==> config.mk <==
export PLATFORM = sky130hd
export DESIGN_NAME = issue_delay_ctrl
export DESIGN_NICKNAME = d
export VERILOG_FILES = /design/src/rtl/issue_delay_pkg.sv /design/src/rtl/idc_lfsr.sv /design/src/rtl/idc_delay_pick.sv /design/src/rtl/idc_countdown.sv /design/src/rtl/issue_delay_ctrl.sv
export SDC_FILE = /design/constraint.sdc
export NUM_CORES = 1
export LEC_CHECK = 0
export BUFFER_PORTS_ARGS = -buffer_cell sky130_fd_sc_hd__clkbuf_2
export CAP_MARGIN = 20
export CORE_AREA = 2 2 64 66
export DETAILED_ROUTE_END_ITERATION = 10
export DIE_AREA = 0 0 66 68
export GPL_TIMING_DRIVEN = 0
export PLACE_DENSITY_LB_ADDON = 0.05
export SLEW_MARGIN = 10
export SYNTH_ARGS = -nofsm -noshare
export SYNTH_HDL_FRONTEND = slang
export SYNTH_HIERARCHICAL = 1
export SYNTH_SLANG_ARGS = --single-unit
==> constraint.sdc <==
create_clock -name clk -period 4.6 [get_ports clk]
set_input_delay 0.92 -clock clk [delete_from_list [all_inputs] [get_ports clk]]
set_output_delay 0.92 -clock clk [all_outputs]
set_load 0.03 [all_outputs]
==> src/rtl/issue_delay_pkg.sv <==
// Package: constants of the random delay generator shared by the design.
// Assumes a 16-bit generator; the tap mask and the fallback seed are fixed.
package issue_delay_pkg;
    localparam int          LFSR_W    = 16;
    localparam logic [15:0] LFSR_TAPS = 16'hB400;
    localparam logic [15:0] LFSR_INIT = 16'hACE1;
endpackage

==> src/rtl/idc_lfsr.sv <==
// Galois shift register, shifting right once per cycle, with a seed load.
// Assumes INIT is nonzero; a zero seed is swapped for INIT so the state never locks.
module idc_lfsr #(
    parameter int               W    = 16,
    parameter logic [W-1:0]     TAPS = 16'hB400,
    parameter logic [W-1:0]     INIT = 16'hACE1
) (
    input  logic         clk,
    input  logic         rst_n,
    input  logic         load,
    input  logic [W-1:0] seed,
    output logic [W-1:0] state
);
    logic [W-1:0] step;

    // next state of the Galois register
    always_comb begin
        step = (state >> 1) ^ (state[0] ? TAPS : '0);
    end

    // state register with reset, reseed and zero guard
    always_ff @(posedge clk) begin
        if (!rst_n) begin
            state <= INIT;
        end else if (load) begin
            state <= (seed == '0) ? INIT : seed;
        end else begin
            state <= step;
        end
    end
endmodule

==> src/rtl/idc_delay_pick.sv <==
// Chooses the injected delay from the dispatch inputs and a random word.
// Miss gives zero, an unsettled hit gives the slack, and a settled hit gives
// the random word masked to the slack's width and folded into 0..slack.
module idc_delay_pick #(
    parameter int SW = 5
) (
    input  logic [SW-1:0] rnd,
    input  logic [SW-1:0] slack,
    input  logic          hit,
    input  logic          stable,
    output logic [SW-1:0] delay
);
    logic [SW-1:0] width_mask;
    logic [SW:0]   masked;
    logic [SW:0]   folded;

    // bit i of the mask is set when slack has any set bit at or above i
    generate
        for (genvar i = 0; i < SW; i++) begin : g_mask
            assign width_mask[i] = |slack[SW-1:i];
        end
    endgenerate

    // fold values above slack back into range; one subtraction suffices
    always_comb begin
        masked = {1'b0, rnd & width_mask};
        folded = masked;
        if (masked > {1'b0, slack}) begin
            folded = masked - {1'b0, slack} - 1'b1;
        end
    end

    // final selection by lookup result and settledness
    always_comb begin
        if (!hit) begin
            delay = '0;
        end else if (stable) begin
            delay = folded[SW-1:0];
        end else begin
            delay = slack;
        end
    end
endmodule

==> src/rtl/idc_countdown.sv <==
// Slot state: entry valid, remaining delay, and sticky ready.
// The counter only decrements while the operands are ready. Ready holds until
// issue or kill, and kill masks ready in the same cycle and wins over load.
module idc_countdown #(
    parameter int SW = 5
) (
    input  logic          clk,
    input  logic          rst_n,
    input  logic          load,
    input  logic [SW-1:0] load_val,
    input  logic          opnd_ready,
    input  logic          issue,
    input  logic          kill,
    output logic          ready,
    output logic [SW-1:0] remain
);
    logic valid_q;
    logic hold_q;

    // gated ready toward the scheduler
    always_comb begin
        ready = valid_q && !kill && (remain == '0) && (opnd_ready || hold_q);
    end

    // entry, countdown and sticky-ready registers
    always_ff @(posedge clk) begin
        if (!rst_n) begin
            valid_q <= 1'b0;
            hold_q  <= 1'b0;
            remain  <= '0;
        end else if (kill) begin
            valid_q <= 1'b0;
            hold_q  <= 1'b0;
            remain  <= '0;
        end else if (load) begin
            valid_q <= 1'b1;
            hold_q  <= 1'b0;
            remain  <= load_val;
        end else if (issue) begin
            valid_q <= 1'b0;
            hold_q  <= 1'b0;
        end else begin
            if (valid_q && opnd_ready && (remain != '0)) begin
                remain <= remain - 1'b1;
            end
            if (ready) begin
                hold_q <= 1'b1;
            end
        end
    end
endmodule

==> src/rtl/issue_delay_ctrl.sv <==
// Top: per-slot randomized issue delay controller.
// The delay is picked in the dispatch cycle from the generator state of that
// cycle, and counted down once operands are ready.
module issue_delay_ctrl #(
    parameter int SLACK_W = 5
) (
    input  logic               clk,
    input  logic               rst_n,
    input  logic               seed_load,
    input  logic [15:0]        seed_value,
    input  logic               dispatch,
    input  logic               disp_hit,
    input  logic [SLACK_W-1:0] disp_slack,
    input  logic               disp_stable,
    input  logic               opnd_ready,
    input  logic               issue,
    input  logic               kill,
    output logic               slot_ready
);
    import issue_delay_pkg::*;

    logic [LFSR_W-1:0]  lfsr_q;
    logic [SLACK_W-1:0] pick_delay;
    logic [SLACK_W-1:0] remain_q;

    idc_lfsr #(
        .W    (LFSR_W),
        .TAPS (LFSR_TAPS),
        .INIT (LFSR_INIT)
    ) u_lfsr (
        .clk   (clk),
        .rst_n (rst_n),
        .load  (seed_load),
        .seed  (seed_value),
        .state (lfsr_q)
    );

    idc_delay_pick #(
        .SW (SLACK_W)
    ) u_pick (
        .rnd    (lfsr_q[SLACK_W-1:0]),
        .slack  (disp_slack),
        .hit    (disp_hit),
        .stable (disp_stable),
        .delay  (pick_delay)
    );

    idc_countdown #(
        .SW (SLACK_W)
    ) u_cnt (
        .clk        (clk),
        .rst_n      (rst_n),
        .load       (dispatch),
        .load_val   (pick_delay),
        .opnd_ready (opnd_ready),
        .issue      (issue),
        .kill       (kill),
        .ready      (slot_ready),
        .remain     (remain_q)
    );
endmodule

==> results_dict.tcl <==
set metrics [dict create \
    status "finished clean" \
    synth_edf_count 0 \
    worstSetupEndpointType "flip-flop" \
    ir_drop_uv 164 \
    clock_latency_ns 0.26 \
    post-route-drc-count 0 \
    instances_no_fill 247 \
    drv_slew 0 \
    hpwl_um 2740 \
    ant_nets 0 \
    synth.cell_area_sq_um 1480 \
    timing.fmax_mhz 315 \
    first_iter_violations 82 \
    worstSetupStartpointType "input pin" \
    grt_first_pass_wirelength_um 5460 \
    core_area_sq_um 3860 \
    final.min_clock_period_ns 3.18 \
    min_from "u_lfsr/state[8]" \
    fin_crit_sh_pct 69.1 \
    yosysTopAreaCell "dfxtp_1" \
    synthTopCellsByCount "23 x dfxtp_1, 14 x inv_1, 10 x o21ai_0" \
    grt-ovfl-total 0 \
    worstPathMaxFanout 8 \
    grt.total_usage_pct 15.8 \
    yosysTopAreaCellShare_pct 31.1 \
    boundaryPins 31 \
    synth_seq_cells 23 \
    placedCellCount 243 \
    root_buffer "clkbuf_8" \
    drive_gt1_share_pct 25.9 \
    nNetsFinal 234 \
    power.density_nw_per_um2 261 \
    hold_viol 0 \
    clk_pin_slew_ns 0.08 \
    p_leak_uw 0.000728 \
    cts_hold_buf 0 \
    yosys_warnings 6 \
    ys_seq_area_share_pct 31.1 \
    antenna_cells 0 \
    critPathLaunch "disp_slack[3]" \
    die_area_sq_um 4490 \
    cts_tree "yes" \
    die_height_um 68 \
    r2r-start "u_lfsr/state[1]" \
    syn_nets 200 \
    antenna_found_initial 0 \
    worst_pin_slew_ns 0.496 \
    finalSetupTns_ns 0 \
    synthFlopType "dfxtp_1" \
    cts_htree_levels 1 \
    max_cap_viol_count 0 \
    cts_num_sinks 23 \
    ys_types 52 \
    wl_per_cell_um 14.1 \
    fillers 419 \
    routed_wl_um 3470 \
    gp_congestion 0.791 \
    crit_type "input pin to flip-flop" \
    row_count 23 \
    initial_core_util_pct 38.4 \
    via_count 1353 \
    dieWidth_um 66 \
    grt_setup_unrepaired "false" \
    required_ns 4.80 \
    ys_top_cells_by_area "dfxtp_1 31%, ha_1 5.1%, mux2i_1 4.7%" \
    vias_per_cell 5.48 \
    grt_max_degree 14 \
    seq_area_sq_um 460 \
    cts_setup_buffers 0 \
    cp.arrival_ns 3.38 \
    first_pass_iters 4 \
    grt_pass1_vias 1218 \
    hold_slack_ns 0.446 \
    finClkSkew_ns 0.00746 \
    cts_resized 0 \
    multi_input_area_sq_um 948 \
    maxSlewHeadroom_pct 66.5 \
    syn_inst 164 \
    clockBufferDepth 2 \
    hp-class "flip-flop to flip-flop" \
    setup_viol 0 \
    yosysMostFrequentCell "dfxtp_1" \
    p_total_uw 453 \
    ys_async_sr_fraction_pct 0 \
    syn_avg_cell_area_sq_um 9.03 \
    port_buffers 29 \
    area_growth_pct 17.2 \
    cts_made_buffers 3 \
]
## where the power goes
part	internal, uW	switching (uW)
combinational	51.5	58.3
clock	60.4	63.2
sequential	212	7.77
## layout by cell type, fill, tap and decap left out, types with 6 or more instances in the layout
master | netlist | routed
clkbuf_2 | 0 | 29
nor2b_1 | 8 | 8
ha_1 | 6 | 6
o21ai_0 | 10 | 10
nor4_1 | 6 | 6
dfxtp_1 | 23 | 23
nand3_1 | 6 | 6
mux2i_1 | 7 | 7
inv_1 | 14 | 14
nor2_1 | 8 | 8
o22a_1 | 8 | 8
## per-layer routing
| metal | wire, um | GRT usage [%] | vias to the layer above |
|---|---|---|---|
| met5 | 0 | 0 | - |
| met4 | 17 | 4.59 | 0 |
| met3 | 125 | 2.63 | 2 |
| met2 | 1720 | 27.9 | 27 |
| met1 | 1610 | 20.0 | 646 |
| li1 | - | - | 678 |
## metrics by stage
stage	cell area [sq um]	setup slack (ns)	utilization, %
after global routing	1730	1.19	45.0
after global placement	1690	1.18	43.8
after detailed placement	1690	1.16	43.8
after CTS	1730	1.44	45.0
after floorplan	1480	1.57	-
final	1730	1.42	45.0
## final timing paths
kind,to,slack (ns),cells after the start
max,u_cnt/remain[3],1.42,11
min,u_lfsr/state[7],0.45,1
max reg2reg,u_cnt/remain[4],2.34,10
min reg2reg,u_lfsr/state[7],0.45,1
## state kept, by name, summed over array words and instances, names as in the netlist
signal	cells
u_cnt/hold_q	1
u_cnt/remain	5
u_cnt/valid_q	1
u_lfsr/state	16
## worst max-delay path, cell delays in order
cell and delay (ns):
clkbuf_2 0.13, or3_4 0.43, o31ai_1 0.27, inv_1 0.12, ha_1 0.32, inv_1 0.05
nor3_2 0.44, nor2_1 0.08, a311oi_1 0.32, o21ai_0 0.13, a31oi_1 0.15
## area by class of cell
type	instances	area share [%]
Buffer	3	1.08
Clock buffer	3	2.38
Multi-Input combinational cell	124	54.7
Inverter	14	3.03
Tap cell	50	3.61
Sequential cell	23	26.6
Clock inverter	1	0.289
Timing Repair Buffer	29	8.37
## cell families after synthesis
kind of cell | synth area share (%)
compound gates | 25.3
xor+xnor | 2.96
fa+ha+maj | 5.07
buf+inv | 4.82
flops | 31.1
mux | 4.73
simple gates | 26.0
No activity file was read; power rests on OpenSTA's default activity.
